$ cat config.mk
export PLATFORM = sky130hd
export DESIGN_NAME = rtc_alarm_core
export DESIGN_NICKNAME = d
export VERILOG_FILES = /design/src/rtl/rtc_alarm_pkg.sv /design/src/rtl/rtc_timebase.sv /design/src/rtl/rtc_ss_alarm.sv /design/src/rtl/rtc_ctrl_sync.sv /design/src/rtl/rtc_alarm_core.sv
export SDC_FILE = /design/constraint.sdc
export NUM_CORES = 1
export LEC_CHECK = 0
export CORE_MARGIN = 2
export CORE_UTILIZATION = 50
export CTS_BUF_LIST = sky130_fd_sc_hd__clkbuf_4 sky130_fd_sc_hd__clkbuf_8
export CTS_CLUSTER_SIZE = 10
export DETAILED_ROUTE_END_ITERATION = 10
export GPL_TIMING_DRIVEN = 0
export PLACE_DENSITY = 0.7
export SYNTH_ARGS = -nofsm -noshare
export SYNTH_HDL_FRONTEND = slang
export SYNTH_HIERARCHICAL = 1
export SYNTH_SLANG_ARGS = --single-unit
$ cat constraint.sdc
create_clock -name clk -period 4.1 [get_ports clk]
set_input_delay 0.41 -clock clk [delete_from_list [all_inputs] [get_ports clk]]
set_output_delay 0.41 -clock clk [all_outputs]
set_load 0.01 [all_outputs]
$ cat src/rtl/rtc_alarm_pkg.sv
package rtc_alarm_pkg;
   typedef enum logic [2:0] {
      RA_SEC  = 3'd0,
      RA_FRAC = 3'd1,
      RA_TOD  = 3'd2,
      RA_RLD  = 3'd3,
      RA_CTRL = 3'd4
   } reg_addr_e;

   localparam int CB_RUN   = 0;
   localparam int CB_TODIE = 1;
   localparam int CB_SSIE  = 2;
   localparam int CB_BUSY  = 3;
   localparam int CB_RDY   = 4;
   localparam int CB_RDYIE = 5;
   localparam int CB_TODF  = 6;
   localparam int CB_SSF   = 7;
   localparam int CB_WE    = 15;
   localparam int N_GUARD  = 3;

   typedef struct packed {
      logic ss_ie;
      logic tod_ie;
      logic run;
   } guard_bits_t;
endpackage

$ cat src/rtl/rtc_timebase.sv
module rtc_timebase #(
   parameter int SEC_W   = 32,
   parameter int FRAC_W  = 8,
   parameter int MATCH_W = 20
) (
   input  logic               clk,
   input  logic               rst_n,
   input  logic               step,
   input  logic               ld_sec,
   input  logic               ld_frac,
   input  logic [SEC_W-1:0]   ld_data,
   input  logic [MATCH_W-1:0] match_val,
   output logic [SEC_W-1:0]   sec,
   output logic [FRAC_W-1:0]  frac,
   output logic               match_hit
);
   logic               wrap;
   logic               sec_step;
   logic [SEC_W-1:0]   sec_inc;

   assign wrap      = &frac;
   assign sec_step  = step && wrap && !ld_sec;
   assign sec_inc   = sec + SEC_W'(1);
   assign match_hit = sec_step && (sec_inc[MATCH_W-1:0] == match_val);

   always_ff @(posedge clk or negedge rst_n) begin
      if (!rst_n) begin
         sec  <= '0;
         frac <= '0;
      end else begin
         if (ld_sec)
            sec <= ld_data;
         else if (sec_step)
            sec <= sec_inc;
         if (ld_frac)
            frac <= ld_data[FRAC_W-1:0];
         else if (step)
            frac <= frac + FRAC_W'(1);
      end
   end
endmodule

$ cat src/rtl/rtc_ss_alarm.sv
module rtc_ss_alarm #(
   parameter int W = 32
) (
   input  logic         clk,
   input  logic         rst_n,
   input  logic         step,
   input  logic         load,
   input  logic [W-1:0] load_val,
   output logic [W-1:0] reload,
   output logic         fire
);
   logic [W-1:0] cnt;
   logic         armed;
   logic         at_end;

   assign armed  = (reload != '0);
   assign at_end = (cnt <= W'(1));
   assign fire   = step && !load && armed && at_end;

   always_ff @(posedge clk or negedge rst_n) begin
      if (!rst_n) begin
         reload <= '0;
         cnt    <= '0;
      end else if (load) begin
         reload <= load_val;
         cnt    <= load_val;
      end else if (step && armed) begin
         cnt <= at_end ? reload : cnt - W'(1);
      end
   end
endmodule

$ cat src/rtl/rtc_ctrl_sync.sv
module rtc_ctrl_sync
   import rtc_alarm_pkg::*;
#(
   parameter int SYNC_TICKS = 2
) (
   input  logic        clk,
   input  logic        rst_n,
   input  logic        tick,
   input  logic        req,
   input  logic        allow,
   input  guard_bits_t req_val,
   output logic        busy,
   output guard_bits_t active
);
   localparam int CNT_W = $clog2(SYNC_TICKS + 1);

   guard_bits_t      pend;
   logic [CNT_W-1:0] cnt;
   logic             take;
   logic             last;

   assign take = req && allow && !busy && (req_val != active);
   assign last = (cnt == CNT_W'(SYNC_TICKS - 1));

   always_ff @(posedge clk or negedge rst_n) begin
      if (!rst_n) begin
         busy   <= 1'b1;
         cnt    <= '0;
         pend   <= '0;
         active <= '0;
      end else if (busy) begin
         if (tick) begin
            if (last) begin
               busy   <= 1'b0;
               active <= pend;
               cnt    <= '0;
            end else begin
               cnt <= cnt + CNT_W'(1);
            end
         end
      end else if (take) begin
         pend <= req_val;
         busy <= 1'b1;
         cnt  <= '0;
      end
   end
endmodule

$ cat src/rtl/rtc_alarm_core.sv
module rtc_alarm_core
   import rtc_alarm_pkg::*;
#(
   parameter int DATA_W     = 32,
   parameter int SEC_W      = 32,
   parameter int FRAC_W     = 8,
   parameter int TOD_W      = 20,
   parameter int RLD_W      = 32,
   parameter int SYNC_TICKS = 2,
   parameter bit IRQ_REG    = 1'b0
) (
   input  logic              clk,
   input  logic              rst_n,
   input  logic              tick,
   input  logic              bus_wr,
   input  logic [2:0]        bus_addr,
   input  logic [DATA_W-1:0] bus_wdata,
   output logic [DATA_W-1:0] bus_rdata,
   output logic              irq,
   output logic              wake
);
   generate
      if (SEC_W > DATA_W || RLD_W > DATA_W || FRAC_W > SEC_W)
         $error("rtc_alarm_core: counter wider than the bus");
      if (TOD_W > SEC_W || TOD_W < 1)
         $error("rtc_alarm_core: alarm width out of range");
      if (SYNC_TICKS < 1)
         $error("rtc_alarm_core: sync window needs at least one tick");
      if (DATA_W <= CB_WE)
         $error("rtc_alarm_core: bus too narrow for control word");
   endgenerate

   logic               wr_sec, wr_frac, wr_tod, wr_rld, wr_ctrl;
   logic               busy_w;
   guard_bits_t        act_w;
   guard_bits_t        req_bits;
   logic               we_q, rdy_ie_q, ready_q, upd_q;
   logic               tod_flag_q, ss_flag_q;
   logic [TOD_W-1:0]   tod_q;
   logic [SEC_W-1:0]   sec_w;
   logic [FRAC_W-1:0]  frac_w;
   logic [RLD_W-1:0]   reload_w;
   logic               tod_hit, ss_fire;
   logic               run;
   logic [DATA_W-1:0]  ctrl_word;
   logic               irq_d, wake_d;

   assign run     = act_w.run;
   assign wr_sec  = bus_wr && (bus_addr == RA_SEC)  && !run;
   assign wr_frac = bus_wr && (bus_addr == RA_FRAC) && !run;
   assign wr_tod  = bus_wr && (bus_addr == RA_TOD);
   assign wr_rld  = bus_wr && (bus_addr == RA_RLD);
   assign wr_ctrl = bus_wr && (bus_addr == RA_CTRL);

   assign req_bits.run    = bus_wdata[CB_RUN];
   assign req_bits.tod_ie = bus_wdata[CB_TODIE];
   assign req_bits.ss_ie  = bus_wdata[CB_SSIE];

   rtc_ctrl_sync #(.SYNC_TICKS(SYNC_TICKS)) u_sync (
      .clk     (clk),
      .rst_n   (rst_n),
      .tick    (tick),
      .req     (wr_ctrl),
      .allow   (we_q),
      .req_val (req_bits),
      .busy    (busy_w),
      .active  (act_w)
   );

   rtc_timebase #(.SEC_W(SEC_W), .FRAC_W(FRAC_W), .MATCH_W(TOD_W)) u_tb (
      .clk       (clk),
      .rst_n     (rst_n),
      .step      (upd_q),
      .ld_sec    (wr_sec),
      .ld_frac   (wr_frac),
      .ld_data   (bus_wdata[SEC_W-1:0]),
      .match_val (tod_q),
      .sec       (sec_w),
      .frac      (frac_w),
      .match_hit (tod_hit)
   );

   rtc_ss_alarm #(.W(RLD_W)) u_ss (
      .clk      (clk),
      .rst_n    (rst_n),
      .step     (upd_q),
      .load     (wr_rld),
      .load_val (bus_wdata[RLD_W-1:0]),
      .reload   (reload_w),
      .fire     (ss_fire)
   );

   always_ff @(posedge clk or negedge rst_n) begin
      if (!rst_n) begin
         we_q       <= 1'b0;
         rdy_ie_q   <= 1'b0;
         ready_q    <= 1'b0;
         upd_q      <= 1'b0;
         tod_q      <= '0;
         tod_flag_q <= 1'b0;
         ss_flag_q  <= 1'b0;
      end else begin
         upd_q <= tick && run;
         if (wr_ctrl) begin
            we_q     <= bus_wdata[CB_WE];
            rdy_ie_q <= bus_wdata[CB_RDYIE];
         end
         if (upd_q)
            ready_q <= 1'b1;
         else if (tick && run)
            ready_q <= 1'b0;
         else if (wr_ctrl && !bus_wdata[CB_RDY])
            ready_q <= 1'b0;
         if (wr_tod)
            tod_q <= bus_wdata[TOD_W-1:0];
         if (tod_hit)
            tod_flag_q <= 1'b1;
         else if (wr_tod)
            tod_flag_q <= 1'b0;
         if (ss_fire)
            ss_flag_q <= 1'b1;
         else if (wr_rld)
            ss_flag_q <= 1'b0;
      end
   end

   always_comb begin
      ctrl_word           = '0;
      ctrl_word[CB_RUN]   = act_w.run;
      ctrl_word[CB_TODIE] = act_w.tod_ie;
      ctrl_word[CB_SSIE]  = act_w.ss_ie;
      ctrl_word[CB_BUSY]  = busy_w;
      ctrl_word[CB_RDY]   = ready_q;
      ctrl_word[CB_RDYIE] = rdy_ie_q;
      ctrl_word[CB_TODF]  = tod_flag_q;
      ctrl_word[CB_SSF]   = ss_flag_q;
      ctrl_word[CB_WE]    = we_q;
   end

   always_comb begin
      case (bus_addr)
         RA_SEC:  bus_rdata = DATA_W'(sec_w);
         RA_FRAC: bus_rdata = DATA_W'(frac_w);
         RA_TOD:  bus_rdata = DATA_W'(tod_q);
         RA_RLD:  bus_rdata = DATA_W'(reload_w);
         RA_CTRL: bus_rdata = ctrl_word;
         default: bus_rdata = '0;
      endcase
   end

   assign wake_d = (tod_flag_q && act_w.tod_ie) || (ss_flag_q && act_w.ss_ie);
   assign irq_d  = wake_d || (ready_q && rdy_ie_q);

   generate
      if (IRQ_REG) begin : g_irq_reg
         always_ff @(posedge clk or negedge rst_n) begin
            if (!rst_n) begin
               irq  <= 1'b0;
               wake <= 1'b0;
            end else begin
               irq  <= irq_d;
               wake <= wake_d;
            end
         end
      end else begin : g_irq_comb
         assign irq  = irq_d;
         assign wake = wake_d;
      end
   endgenerate
endmodule

Word-level counts from Yosys, hierarchy flattened. Cells that the tools add are included.

Bits in registers: 139. Bits in latches: 0. Memory bits (writable): 0. ROM bits: 0. Input port bits: 39. Logic and storage cells: 98. Memories kept: 0.

Add/subtract/negate cells: 4. Multiply operators: 0. Divide/modulo/power cells: 0. Order comparisons: 1. Eq/ne operators: 8. Shifts and indexed selects: 0. Muxes and demuxes: 23. Bitwise gates (word level): 1. Reduce and logical (&&, ||, !) cells: 42.

Operators by type and width (count): $mux 32 (5); $pmux 32 s5 (1); $add 32x1->32 const B (1); $le 32x1->1 const B (1); $reduce_bool 32->1 (1); $sub 32x1->32 const B (1); $logic_and 1x1->1 (22); $eq 20x20->1 (1); $mux 8 (2); $reduce_bool 2->1 (6); $mux 1 (11); $add 8x1->8 const B (1); $mux 2 (4); $reduce_and 8->1 (1); $eq 3x2->1 const B (2); $logic_not 1->1 (5); $reduce_and 2->1 (2); $eq 3x1->1 const B (1); $eq 3x3->1 const B (1); $logic_not 3->1 (1); $ne 3x3->1 (1); $reduce_and 3->1 (1); $reduce_bool 3->1 (1); $add 2x1->2 const B (1); 4 further kinds (5).

Logic depth before layout (Yosys ltp).
Word-level depth: 7. Mapped depth: 10. Gate-level depth less buffers: 8.

Modules after synthesis. The synthesis kept the hierarchy.

Modules (own cells, without submodules): rtc_ss_alarm (times used 1, cells an instance 392, area an instance 3741.1 um^2, seq. area each 1601.5 um^2); rtc_timebase (times used 1, cells an instance 345, area an instance 2904.0 um^2, seq. area each 1001.0 um^2); rtc_alarm_core (times used 1, cells an instance 183, area an instance 1926.8 um^2, seq. area each 650.6 um^2); rtc_ctrl_sync (times used 1, cells an instance 31, area an instance 412.9 um^2, seq. area each 226.5 um^2).

Worst setup path before layout. OpenSTA, ideal clock, no wires.

Path type: input to register. Start point: input port bus_addr[1]. End point: register u_ss.reload[12]. Setup time: 125 ps. Arrival: 2114 ps. Setup slack: 1861 ps. Stages on the path: 7. Cell sequence: buf_6 nor2b_4 buf_2 and3_1 clkbuf_1 buf_1 mux2_2.

Word-level cells in the longest chain between the ends: 2.

RTL lines: start, declared (RTL line rtc_alarm_core.sv:16) `input logic [2:0] bus_addr,`; $eq 3x2->1 (RTL line rtc_alarm_core.sv:52) `assign wr_rld = bus_wr && (bus_addr == RA_RLD);`; $logic_and 1x1->1 (RTL line rtc_alarm_core.sv:52); named net wr_rld (RTL line rtc_alarm_core.sv:33) `logic wr_sec, wr_frac, wr_tod, wr_rld, wr_ctrl;`; end signal, assigned (RTL line rtc_ss_alarm.sv:25) `reload <= load_val;`; end, declared (RTL line rtc_ss_alarm.sv:9) `output logic [W-1:0] reload,`.

The timed path passes the listed nets, and every way through them passes these cells. A chain may end at the register's enable or synchronous reset.

Worst setup path in the final report.
Start point: register u_ss.reload[30]. End point: register u_ss.cnt[22].

Word-level cells in the longest chain between the ends: 3.

RTL lines: $reduce_bool 32->1 (RTL line rtc_ss_alarm.sv:16) `assign armed = (reload != '0);`; $logic_and 1x1->1 (RTL line rtc_ss_alarm.sv:27) `end else if (step && armed) begin`; $reduce_bool 2->1 (no source line); end signal, assigned (RTL line rtc_ss_alarm.sv:26) `cnt <= load_val;`; end signal, assigned (RTL line rtc_ss_alarm.sv:28) `cnt <= at_end ? reload : cnt - W'(1);`; end, declared (RTL line rtc_ss_alarm.sv:12) `logic [W-1:0] cnt;`.

Every way passes these cells.

==> run metrics <==
Worst-Skew Late Latency 0.46 ns; post-synthesis sequential area ratio 0.387; CTS sink cnt roughly 140; Post-DRT Antenna Nets 0; unrepaired setup endpoints after global routing no; family with the most delay on the worst path simple AND/OR/NAND/NOR gates; Net count, final between 1000 and 1500; final period utilization 0.777; CP Data Arrival Time between 3 and 4 ns; CP Capture Type flop; Tightest Pin Transition 0.954 ns; share of cells above drive strength 1 0.163; CORE AREA 17800 µm²; WL per Instance 21.5 µm; Layout area overhead 16.4%; Yosys cell types between 90 and 100; status finished, final reports clean; Placer Congestion 0.970; ys flop type dfrtp_1; Max VDD drop around 0.00024 V; GRT Overall Usage 0.291; TritonCTS Buffers 17; CP required approximately 4.4 ns; Via density between 6 and 7; overall routed net length about 28000 µm; floorplan row count 49; Final Skew about 0.016 ns; Warnings, synthesis 6; Yosys reg bits between 100 and 150; total net switching power between 2 and 2.5 mW; crit path time final between 3 and 4 ns; Clock power frac 0.233; initial antenna violation count 0; max-cap violations 0; Power, Total between 5 and 6 mW; Sequential Power Share 0.443; Reg2Reg Setup Slack approximately 0.91 ns; DR vias about 8000; Clk pin slew, worst setup/hold paths about 0.080 ns; clk root buf clkbuf_8; Antenna Cells 0; TritonCTS clock tree built; Pleak slightly below 4 nW; most common cell after layout, fill and taps aside dfrtp_1; CP startpoint u_ss/reload[30]; type of the worst setup path reg -> reg; hpwl dp slightly above 20000 µm; Hold WS ~0.39 ns; Synth area leader dfrtp_1; IO buf count just over 70; Mapped Area 8980 µm²; syn nets 994; most frequent cells in the layout 138 x dfrtp_1, 96 x nand2_1, 82 x nor2_1; Max transition margin 0.359; hold path start bus_addr[1]; Synth top area share 0.384; H-tree levels 4; Die Footprint around 19000 µm²; P per Cell Area around 510 nW/µm²; pin count of the biggest net entering global routing just over 80; Min-Delay Path Class in -> reg; Longest Clk Path Bufs 2; EDFF count, synth 0; worst path cell trace nor4_1 > nand4_1 > o21ai_1 > nand2_1 > clkbuf_1 > o21ai_0 > o2bb2ai_1; Die Ht 138 µm; Crit path buffers/inverters 1; Gate power share 0.324; CP peak stage delay 0.73 ns; first-pass GRT wire length ~43000 µm; DR DRC count 0; Syn Inst Count about 950; Reg-to-Reg End u_ss/cnt[22]; ys async rst share 1.00; Fmax achieved 314 MHz; Crit. path cell count 7; Slew Limit Fails 0; crit-path max FO 10; drt first pass iters 5; Worst R2R Path Depth 7; critical path launch point type flop; slowest library cell on the worst path o21ai_1; Die Span X roughly 140 µm; initial drt markers 880; Int Power roughly 3.3 mW; number of global-route vias before repair about 7700; Fin. Hold Viols 0; RR Startpoint u_ss/reload[30]; GRT overflow 0; Setup violations, final 0; Initial Util 0.505; post-cts sizing count 0; # IOs 73; top post-synthesis cells by area dfrtp_1 38%, mux2_2 5.9%, xnor2_1 4.8%; Sw Share 0.378; synthesized area per cell 9.45 µm²; crit path capture u_ss/cnt[22]
## state kept, by name, indices dropped and copies added (netlist names), 2 cells and up
name           cells
u_sync/active      3
u_sync/pend        3
u_tb/sec          32
u_sync/cnt         2
u_ss/cnt          32
u_tb/frac          8
u_ss/reload       32
tod_q             20
## power groups by stage
stage                     logic, mW  registers (mW)  clock network [mW]
after floorplan                1.27            2.18                   0
after global placement         1.66            2.36                   0
after detailed placement       1.70            2.37                   0
after CTS                      1.71            2.34                1.27
after global routing           1.89            2.42                1.33
final                          1.73            2.37                1.25
## worst min-delay path by stage
| stage | to | slack [ns] | cells past startpoint |
|---|---|---|---|
| 3_3_place_gp | u_sync/pend[1] | 0.47 | 1 |
| 3_5_place_dp | u_ss/cnt[30] | 0.43 | 1 |
| 5_1_grt | rdy_ie_q | 0.37 | 3 |
| 4_1_cts | rdy_ie_q | 0.38 | 3 |
| 2_1_floorplan | rdy_ie_q | 0.11 | 0 |
| 6_report | we_q | 0.39 | 3 |
## cell usage after synthesis, types with 4 or more instances
cell	n
dfrtp_1	138
nand2_1	96
nor2_1	82
o21ai_0	75
xnor2_1	49
mux2_2	47
a22oi_1	38
inv_1	29
xor2_1	29
clkbuf_1	26
nand3_1	23
nor4_1	21
buf_2	19
mux2_4	19
nor3_1	18
a21oi_1	16
nand4_1	16
o21ai_1	16
and3_1	9
mux2i_1	9
a211oi_1	8
a32oi_1	8
or3_1	8
buf_6	7
nand2b_1	7
o211ai_1	7
a222oi_1	5
nor2b_1	5
nor3_2	5
o21a_1	5
or4_1	5
a2111oi_0	4
a221oi_1	4
ha_1	4
nor4_4	4
## layer usage
| metal | vias to the layer above | GRT usage | share of wire |
|---|---|---|---|
| li1 | 3651 | - | - |
| met1 | 3910 | 0.423 | 0.45 |
| met2 | 359 | 0.441 | 0.45 |
| met3 | 43 | 0.0565 | 0.079 |
| met4 | 0 | 0.0892 | 0.023 |
| met5 | - | 0 | 0 |
## worst register-to-register path, cell delays in order (launching register included)
cell and delay, ns:
dfrtp_1 0.45, nor4_1 0.39, nand4_1 0.29, o21ai_1 0.73, nand2_1 0.53, clkbuf_1 0.39, o21ai_0 0.21, o2bb2ai_1 0.10
## timing repair
action,4_1_cts,5_1_grt
hold endpoints to repair,58,0
buffers inserted,0,0
hold buffers,1,0
## cell type report
type	count	area [µm²]
tap	229	287
timing repair buffer	73	749
multi-input combinational	725	5100
clock buffer	21	270
clock inverter	11	169
buffer	56	292
fill	1602	7320
inverter	31	116
sequential	139	3480
## cells by family after synthesis
logic type,after synthesis,synth area share
fa+ha+maj,5,0.00682
simple gates,336,0.207
compound gates,227,0.171
xor+xnor,79,0.0778
buf+inv,87,0.0454
mux,78,0.104
flops,139,0.387
## metrics by stage
stage	instance area, µm²	worst slack (ns)	util	std cells	setup TNS, ns
2_1_floorplan	8980	1.86	-	951	0
3_3_place_gp	9980	-3.16	0.561	1251	-434.73
3_5_place_dp	10000	0.745	0.563	1252	0
4_1_cts	10500	1.06	0.588	1285	0
5_1_grt	10500	0.878	0.588	1285	0
6_report	10500	0.915	0.588	1285	0
Power figures use the tool's default switching activity.
